<file path="src/rtl/gpio_polirq_pkg.sv">
package gpio_polirq_pkg;

    localparam int WORD_W = 32;
    localparam int ADDR_W = 8;

    localparam logic [ADDR_W-1:0] OFS_DIR  = 8'h00;
    localparam logic [ADDR_W-1:0] OFS_IN   = 8'h08;
    localparam logic [ADDR_W-1:0] OFS_OUT  = 8'h10;
    localparam logic [ADDR_W-1:0] OFS_SET  = 8'h18;
    localparam logic [ADDR_W-1:0] OFS_CLR  = 8'h20;
    localparam logic [ADDR_W-1:0] OFS_MODE = 8'h30;

    typedef enum logic [2:0] {
        RS_DIR,
        RS_IN,
        RS_OUT,
        RS_SET,
        RS_CLR,
        RS_MODE,
        RS_NONE
    } reg_sel_e;

    typedef enum logic [1:0] {
        SENSE_TRUE,
        SENSE_INV,
        SENSE_ANY
    } sense_e;

    typedef struct packed {
        logic [WORD_W-1:0] dir;
        logic [WORD_W-1:0] odata;
        logic [WORD_W-1:0] mode;
    } ctl_regs_t;

    function automatic reg_sel_e decode_offset(input logic [ADDR_W-1:0] a);
        reg_sel_e s;
        unique case (a)
            OFS_DIR:  s = RS_DIR;
            OFS_IN:   s = RS_IN;
            OFS_OUT:  s = RS_OUT;
            OFS_SET:  s = RS_SET;
            OFS_CLR:  s = RS_CLR;
            OFS_MODE: s = RS_MODE;
            default:  s = RS_NONE;
        endcase
        return s;
    endfunction

    function automatic sense_e pick_sense(input logic any_edge, input logic invert);
        if (any_edge) return SENSE_ANY;
        else if (invert) return SENSE_INV;
        else return SENSE_TRUE;
    endfunction

    function automatic logic [WORD_W-1:0] low_mask(input int n);
        logic [WORD_W-1:0] m;
        for (int i = 0; i < WORD_W; i++) m[i] = (i < n);
        return m;
    endfunction

endpackage

</file>
<file path="src/rtl/gpio_sync_chain.sv">
module gpio_sync_chain #(
    parameter int W      = 32,
    parameter int STAGES = 2
) (
    input  logic         clk,
    input  logic [W-1:0] d,
    output logic [W-1:0] q
);
    logic [W-1:0] stage [STAGES];

    always_ff @(posedge clk) begin
        stage[0] <= d;
    end

    for (genvar s = 1; s < STAGES; s++) begin : g_stage
        always_ff @(posedge clk) begin
            stage[s] <= stage[s-1];
        end
    end

    assign q = stage[STAGES-1];
endmodule

</file>
<file path="src/rtl/gpio_regfile.sv">
module gpio_regfile
    import gpio_polirq_pkg::*;
#(
    parameter int NPINS = 32,
    parameter int NIRQ  = 16
) (
    input  logic              clk,
    input  logic              rst,
    input  logic              wr_en,
    input  logic [ADDR_W-1:0] addr,
    input  logic [WORD_W-1:0] wdata,
    input  logic [NPINS-1:0]  pin_sync,
    output logic [WORD_W-1:0] rdata,
    output ctl_regs_t         regs
);
    localparam logic [WORD_W-1:0] PIN_MASK = low_mask(NPINS);
    localparam logic [WORD_W-1:0] IRQ_MASK = low_mask(NIRQ);

    reg_sel_e          sel;
    logic [WORD_W-1:0] wmask;
    logic [WORD_W-1:0] in_word;

    assign sel   = decode_offset(addr);
    assign wmask = wdata & PIN_MASK;

    always_comb begin
        in_word = '0;
        in_word[NPINS-1:0] = pin_sync;
    end

    always_ff @(posedge clk) begin
        if (rst) begin
            regs <= '0;
        end else if (wr_en) begin
            unique case (sel)
                RS_DIR:  regs.dir   <= wmask;
                RS_OUT:  regs.odata <= wmask;
                RS_SET:  regs.odata <= regs.odata | wmask;
                RS_CLR:  regs.odata <= regs.odata & ~wmask;
                RS_MODE: regs.mode  <= wdata & IRQ_MASK;
                default: ;
            endcase
        end
    end

    always_comb begin
        unique case (sel)
            RS_DIR:  rdata = regs.dir;
            RS_IN:   rdata = in_word;
            RS_OUT:  rdata = regs.odata;
            RS_MODE: rdata = regs.mode;
            default: rdata = '0;
        endcase
    end

    AST_RESET_CLEARS: assert property (@(posedge clk) disable iff (rst)
        $past(rst) |-> (regs == '0));

    AST_SET_RAISES: assert property (@(posedge clk) disable iff (rst)
        (wr_en && sel == RS_SET) |=>
        (((regs.odata & $past(wmask)) == $past(wmask)) &&
         ((regs.odata & ~$past(wmask)) == ($past(regs.odata) & ~$past(wmask)))));

    AST_CLR_LOWERS: assert property (@(posedge clk) disable iff (rst)
        (wr_en && sel == RS_CLR) |=>
        (((regs.odata & $past(wmask)) == '0) &&
         ((regs.odata & ~$past(wmask)) == ($past(regs.odata) & ~$past(wmask)))));

    AST_UNMAPPED_WRITE: assert property (@(posedge clk) disable iff (rst)
        (wr_en && (sel == RS_NONE || sel == RS_IN)) |=> $stable(regs));

    AST_MODE_HIGH_ZERO: assert property (@(posedge clk) disable iff (rst)
        (regs.mode & ~IRQ_MASK) == '0);
endmodule

</file>
<file path="src/rtl/gpio_irq_unit.sv">
module gpio_irq_unit
    import gpio_polirq_pkg::*;
#(
    parameter int NIRQ = 16
) (
    input  logic            clk,
    input  logic [NIRQ-1:0] in_sync,
    input  logic [NIRQ-1:0] invert,
    input  logic [NIRQ-1:0] any_edge,
    output logic [NIRQ-1:0] irq
);
    logic [NIRQ-1:0] prev;

    always_ff @(posedge clk) begin
        prev <= in_sync;
    end

    for (genvar i = 0; i < NIRQ; i++) begin : g_line
        logic line;
        always_comb begin
            unique case (pick_sense(any_edge[i], invert[i]))
                SENSE_TRUE: line = in_sync[i];
                SENSE_INV:  line = ~in_sync[i];
                SENSE_ANY:  line = in_sync[i] ^ prev[i];
                default:    line = 1'b0;
            endcase
        end
        assign irq[i] = line;
    end
endmodule

</file>
<file path="src/rtl/gpio_polirq.sv">
module gpio_polirq
    import gpio_polirq_pkg::*;
#(
    parameter int NPINS       = 32,
    parameter int NIRQ        = 16,
    parameter int SYNC_STAGES = 2
) (
    input  logic              clk,
    input  logic              rst,
    input  logic              bus_wr_en,
    input  logic [7:0]        bus_addr,
    input  logic [31:0]       bus_wdata,
    output logic [31:0]       bus_rdata,
    input  logic [NPINS-1:0]  pin_in,
    output logic [NPINS-1:0]  pad_oe,
    output logic [NPINS-1:0]  pad_out,
    output logic [NIRQ-1:0]   irq_out
);
    ctl_regs_t        regs;
    logic [NPINS-1:0] pin_sync;

    gpio_sync_chain #(
        .W      (NPINS),
        .STAGES (SYNC_STAGES)
    ) u_sync (
        .clk (clk),
        .d   (pin_in),
        .q   (pin_sync)
    );

    gpio_regfile #(
        .NPINS (NPINS),
        .NIRQ  (NIRQ)
    ) u_regs (
        .clk      (clk),
        .rst      (rst),
        .wr_en    (bus_wr_en),
        .addr     (bus_addr),
        .wdata    (bus_wdata),
        .pin_sync (pin_sync),
        .rdata    (bus_rdata),
        .regs     (regs)
    );

    gpio_irq_unit #(
        .NIRQ (NIRQ)
    ) u_irq (
        .clk      (clk),
        .in_sync  (pin_sync[NIRQ-1:0]),
        .invert   (regs.odata[NIRQ-1:0]),
        .any_edge (regs.mode[NIRQ-1:0]),
        .irq      (irq_out)
    );

    assign pad_oe  = regs.dir[NPINS-1:0];
    assign pad_out = regs.odata[NPINS-1:0] & regs.dir[NPINS-1:0];

    for (genvar i = 0; i < NIRQ; i++) begin : g_chk
        AST_LEVEL_SENSE: assert property (@(posedge clk) disable iff (rst)
            !regs.mode[i] |-> (irq_out[i] == ($past(pin_in[i], 2) ^ regs.odata[i])));
        AST_ANY_EDGE: assert property (@(posedge clk) disable iff (rst)
            regs.mode[i] |-> (irq_out[i] == ($past(pin_in[i], 2) ^ $past(pin_in[i], 3))));
    end

    AST_PAD_GATED: assert property (@(posedge clk) disable iff (rst)
        (pad_out & ~pad_oe) == '0);
endmodule

</file>
<file path="config.mk">
export PLATFORM = sky130hd
export DESIGN_NAME = gpio_polirq
export DESIGN_NICKNAME = d
export VERILOG_FILES = /design/src/rtl/gpio_polirq_pkg.sv /design/src/rtl/gpio_sync_chain.sv /design/src/rtl/gpio_regfile.sv /design/src/rtl/gpio_irq_unit.sv /design/src/rtl/gpio_polirq.sv
export SDC_FILE = /design/constraint.sdc
export NUM_CORES = 1
export LEC_CHECK = 0
export ABC_AREA = 0
export BUFFER_PORTS_ARGS = -buffer_cell sky130_fd_sc_hd__buf_2
export CAP_MARGIN = 20
export CORE_ASPECT_RATIO = 1.2
export CORE_MARGIN = 2
export CORE_UTILIZATION = 50
export DETAILED_ROUTE_END_ITERATION = 16
export GPL_ROUTABILITY_DRIVEN = 1
export MAX_ROUTING_LAYER = met4
export PLACE_DENSITY = 0.79
export RECOVER_POWER = 100
export REMOVE_ABC_BUFFERS = 1
export SLEW_MARGIN = 20
export SYNTH_ARGS = -nofsm -noshare
export SYNTH_HDL_FRONTEND = slang
export SYNTH_SLANG_ARGS = --single-unit
</file>
<file path="constraint.sdc">
create_clock -name clk -period 2.5 [get_ports clk]
set_clock_uncertainty 0.05 [all_clocks]
set_input_delay 0.125 -clock clk [delete_from_list [all_inputs] [get_ports clk]]
set_output_delay 0.125 -clock clk [all_outputs]
set_load 0.02 [all_outputs]
</file>
# After elaboration in Yosys (flattened, before gate mapping)

Memories as Yosys holds them, arrays and structs flattened.
Index checks and enable logic that the tools add are counted.
W data, S select, Z words.

Bits in writable memories: 64
Input port bits: 75
Register bits: 96
Memories kept: 1
Output and inout port bits: 112
Logic and storage cells: 156

Memory list:

| name         | words | width | read ports | clocked after Yosys merged registers in | write ports | RTL line             | text |
|---|---|---|---|---|---|---|---|
| u_sync.stage | 2     | 32    | 2          | 0                                       | 2           | gpio_sync_chain.sv:9 | `logic [W-1:0] stage [STAGES];` |

Reduce and logical (&&, ||, !) cells: 22
Equality and inequality tests: 42
Multiplexer cells: 51
Bitwise logic cells: 36

Operators with widths:

| cell                 | number |
|---|---|
| $pmux W32 S4         | 1 |
| $pmux W32 S3         | 1 |
| $and A32 B32 Y32     | 2 |
| $pmux W1 S3          | 16 |
| $eq A2 B1 Y1 const B | 16 |
| $eq A2 B2 Y1 const B | 16 |
| $logic_not A2 Y1     | 16 |
| $mux W2              | 16 |
| $not A32 Y32         | 1 |
| $or A32 B32 Y32      | 1 |
| $pmux W3 S6          | 1 |
| $eq A8 B5 Y1 const B | 2 |
| $eq A8 B6 Y1 const B | 2 |
| $mux W1              | 16 |
| $not A1 Y1           | 16 |
| $xor A1 B1 Y1        | 16 |
| $eq A8 B4 Y1 const B | 1 |
| $logic_not A8 Y1     | 1 |
| $eq A3 B2 Y1 const B | 2 |
| $eq A3 B3 Y1 const B | 2 |
| $reduce_and A2 Y1    | 3 |
| $eq A3 B1 Y1 const B | 1 |
| $logic_not A3 Y1     | 1 |
| $reduce_bool A3 Y1   | 1 |

# Logic depth before layout (Yosys ltp)

Depth in word-level cells: 5
Mapped depth: 6
Gate-level depth less buffers: 3

# Cells and area by module

Synthesis repeated with hierarchy kept, for this count alone.

Cell total of the unflattened synthesis: 679
Area total of the unflattened synthesis: 6452.4 um^2

Modules (own cells, without submodules):

| module          | area an instance (um^2) | instances | sequential area each (um^2) | cells an instance |
|---|---|---|---|---|
| gpio_regfile    | 3990.1                  | 1         | 1601.5                      | 487 |
| gpio_sync_chain | 1521.5                  | 1         | 1281.2                      | 96 |
| gpio_irq_unit   | 740.7                   | 1         | 320.3                       | 64 |
| gpio_polirq     | 200.2                   | 1         | 0.0                         | 32 |

# Worst setup path after synthesis

No wires, ideal clock.

Path type: in2out
Start: input bus_addr[1]
End: output bus_rdata[10]
Setup slack: 0.660 ns
Data required time: 2.325 ns
Path buffers: 3
Cell stages on the path: 6
Arrival time: 1.665 ns
Path through: or4_4 buf_6 or2_1 buf_1 buf_2 o2bb2ai_1

Cells in the longest elaborated chain, start to end: 4
Elaborated cells on any way between the ends: 12
Those cells by class: eq/ne: 8; mux: 2; reduce/logical: 2

RTL lines:

| item                                       | RTL line              | text |
|---|---|---|
| start: declaration                         | gpio_polirq.sv:11     | `input logic [7:0] bus_addr,` |
| $eq A8 B6 Y1, or another cell as far along | gpio_polirq_pkg.sv:37 | `unique case (a)` |
| $pmux W3 S6 (*)                            | gpio_polirq_pkg.sv:37 |  |
| $eq A3 B3 Y1, or another cell as far along | gpio_regfile.sv:47    | `unique case (sel)` |
| $pmux W32 S4 (*)                           | gpio_regfile.sv:47    |  |
| end: declaration                           | gpio_polirq.sv:13     | `output logic [31:0] bus_rdata,` |

Mark *: on every way between the ends. The rest lies on a longest branch, timed or not.

# Worst setup path after layout

Start: input bus_addr[3]
End: output bus_rdata[20]

The elaborated chain is that of the path after synthesis.

==> results.cfg <==
[pwr]
power.density_mw_per_mm2 = 641.7
ir_worst_vdd_mv = 0.4447
p_int_w = 0.004273
clkPwrFrac = 0.451
swShare = 0.2369
p_comb_frac = 0.075
leakagePower_nw = 3.019
power.switching_w = 0.001327
pwr-share-seq = 0.473

[die]
die_h_um = 133.5
fp-row-count = 47
io_pins = 187
core-area_sq_mm = 0.01370
chipWidth_um = 111.9
die-area_sq_mm = 0.01493
initial_core_util = 0.5096

[worst_setup_path]
path_class = in -> out
cp_slowest_cell = or3b_1
crit_required_ns = 2.33
crit_path_start = bus_addr[3]
reg2reg_setup_slack_ns = 1.65
crit_path_end = bus_rdata[20]
critPathLaunchType = input pin
worstPathCellList = clkbuf_2, or3b_1, nor4b_1, buf_4, a221o_1, buf_2
max_stage_delay_ns = 0.74
reg2reg_to = u_regs.regs[93]
regToRegStartpoint = u_regs.regs[93]
critical_path.endpoint_type = output port
reg2reg_depth = 2
path_max_fanout = 17
critPathArrivalTime_ns = 2.15

[synthesis]
ys_ff_latch = 160
avgSynthCellArea_sq_um = 10.25
yosysSeqAreaShare = 0.4587
syn_inst = 681
netlist_area_sq_mm = 0.006983
synth_common_cells = 160 x dfxtp_1, 62 x clkbuf_1
yosys-top-cells-area = dfxtp_1 46%, buf_4 5.2%, o31ai_1 5.2%
synth.top_cell.area_share = 0.4587
synth.distinct_cells = 37
synth_most_common_cell = dfxtp_1
synthFlopType = dfxtp_1
synth_edf_count = 0
async_flop_share = 0
yosys.area.top_type = dfxtp_1
yosys_warnings = 0

[timing]
grt_setup_unrepaired = false
fmax_mhz = 430.6
hold_viol = 0
setup_violations = 0
tns_ns = 0
worst_pin_slew_ns = 1.147
min_period_ns = 2.323
fin_ws_ns = 0.1775
fin_crit_sh = 0.9290
max_slew_margin = 0.2356
finalMaxSlewViolations = 0

[cells_and_area]
design_area_sq_mm = 0.008726
area_delta_synth_final_pct = 24.96
fin_nets = 915
drive_gt1_frac = 0.1737
fillers = 1102
antennaDiodeCount = 0

[detailed_routing]
vias_per_cell = 6.380
dr.first_iter.drc_count = 655
antenna_left = 0
routed_wl_um = 21690
first_pass_iters = 6
detail_route.wl_per_cell_um = 21.21
drc = 0
via_count = 6527

[clock_network]
cts_root_buf = clkbuf_16
cts-resized-gates = 0
clock_latency_ns = 0.43
cts_setup_buffers = 0
clk_pin_slew_ns = 0.06
numCtsBuffers = 17
postCtsHoldBufs = 64
cts-htree-levels = 4
clk_path_buf_depth = 2
tritoncts = yes
cts.sinks = 160

[global_route]
track_usage = 0.2970
grt_pass1_wl_um = 34400
grt_max_degree = 63
antenna_found_initial = 0
grt_pass1_vias = 6636
grt_overflow = 0

[flow_run]
maxCapViolations = 0

[placed_design]
placed_area_sq_mm = 0.007664
place_ws_ns = 0.2758
port_buffers = 186
gp_congestion = 0.7725
dpl.hpwl_um = 12840

[run_status]
status = finished clean

[hold_path]
hp-class = in -> reg
stage by stage:
step           cells  utilization  hold slack (ns)  power (W)
2_1_floorplan    549            -           0.1027   0.002818
3_3_place_gp     928       0.5593           0.1768   0.003026
3_5_place_dp     928       0.5593           0.1786   0.003042
4_1_cts         1023       0.6473           0.2445   0.005619
5_1_grt         1023       0.6368           0.2650   0.005754
6_report        1023       0.6368           0.2627   0.005599
power by group through the flow:
| stage | logic, W | registers [W] | clock network, W |
|---|---|---|---|
| after global placement | 0.000325 | 0.00270 | 0 |
| after floorplan | 0.000121 | 0.00270 | 0 |
| after global routing | 0.000447 | 0.00265 | 0.00265 |
| final | 0.000422 | 0.00265 | 0.00253 |
| after detailed placement | 0.000335 | 0.00271 | 0 |
| after CTS | 0.000415 | 0.00265 | 0.00255 |
state kept, by name (all words and copies together), names as in the netlist:
register,flops
u_irq.prev,16
u_regs.regs,80
u_sync.stage,64
final cells by class:
cell class / count / area, sq um / share of cell area
Clock inverter: 8 / 107.6 / 0.01233
Tap cell: 171 / 214.0 / 0.02452
Clock buffer: 23 / 457.9 / 0.05248
Timing Repair Buffer: 272 / 1633 / 0.1871
Sequential cell: 160 / 3203 / 0.3671
Multi-Input combinational cell: 389 / 3110 / 0.3565
how the worst min path moves through the flow:
stage           startpoint             endpoint  slack [ns]  depth (start not counted)
2_1_floorplan    pin_in[0]   u_sync.stage[0][0]        0.10                          0
3_3_place_gp    pin_in[25]  u_sync.stage[0][25]        0.18                          1
3_5_place_dp    pin_in[31]  u_sync.stage[0][31]        0.18                          1
4_1_cts        bus_addr[1]      u_regs.regs[72]        0.24                          5
5_1_grt         pin_in[27]  u_sync.stage[0][27]        0.27                          2
6_report       bus_addr[1]      u_regs.regs[66]        0.26                          5
kinds of logic (layout without fill, tap and decap cells):
| kind of cell | count (synthesis) | in the layout | synth area share |
|---|---|---|---|
| AO/OA/AOI/OAI | 209 | 209 | 0.2360 |
| XOR/XNOR | 16 | 16 | 0.02007 |
| buffers and inverters | 132 | 303 | 0.1020 |
| flip-flops | 160 | 160 | 0.4587 |
| multiplexers | 16 | 16 | 0.02293 |
| AND/OR/NAND/NOR | 148 | 148 | 0.1604 |
layer usage:
| layer | vias up | GRT usage | wire length (um) |
|---|---|---|---|
| li1 | 2958 | - | - |
| met1 | 3140 | 0.3405 | 8741 |
| met2 | 374 | 0.4862 | 10870 |
| met3 | 55 | 0.06597 | 1525 |
| met4 | 0 | 0.1564 | 552 |
| met5 | - | - | 0 |
critical path, delay by kind of cell:
kind,cells,cell delay (ns)
AND/OR/NAND/NOR,2,1.04
buffers and inverters,3,0.64
AO/OA/AOI/OAI,1,0.33
layout by cell type (no fill, tap or decap), drive strengths merged, types with 34 or more instances in the layout:
cell / Yosys / layout
dfxtp: 160 / 160
clkbuf: 62 / 129
buf: 70 / 102
dlygate4sd3: 0 / 64
nand4: 48 / 48
o31ai: 48 / 48
a21oi: 48 / 48
nor4b: 34 / 34
Note: power is estimated with default switching activity, not from simulation.
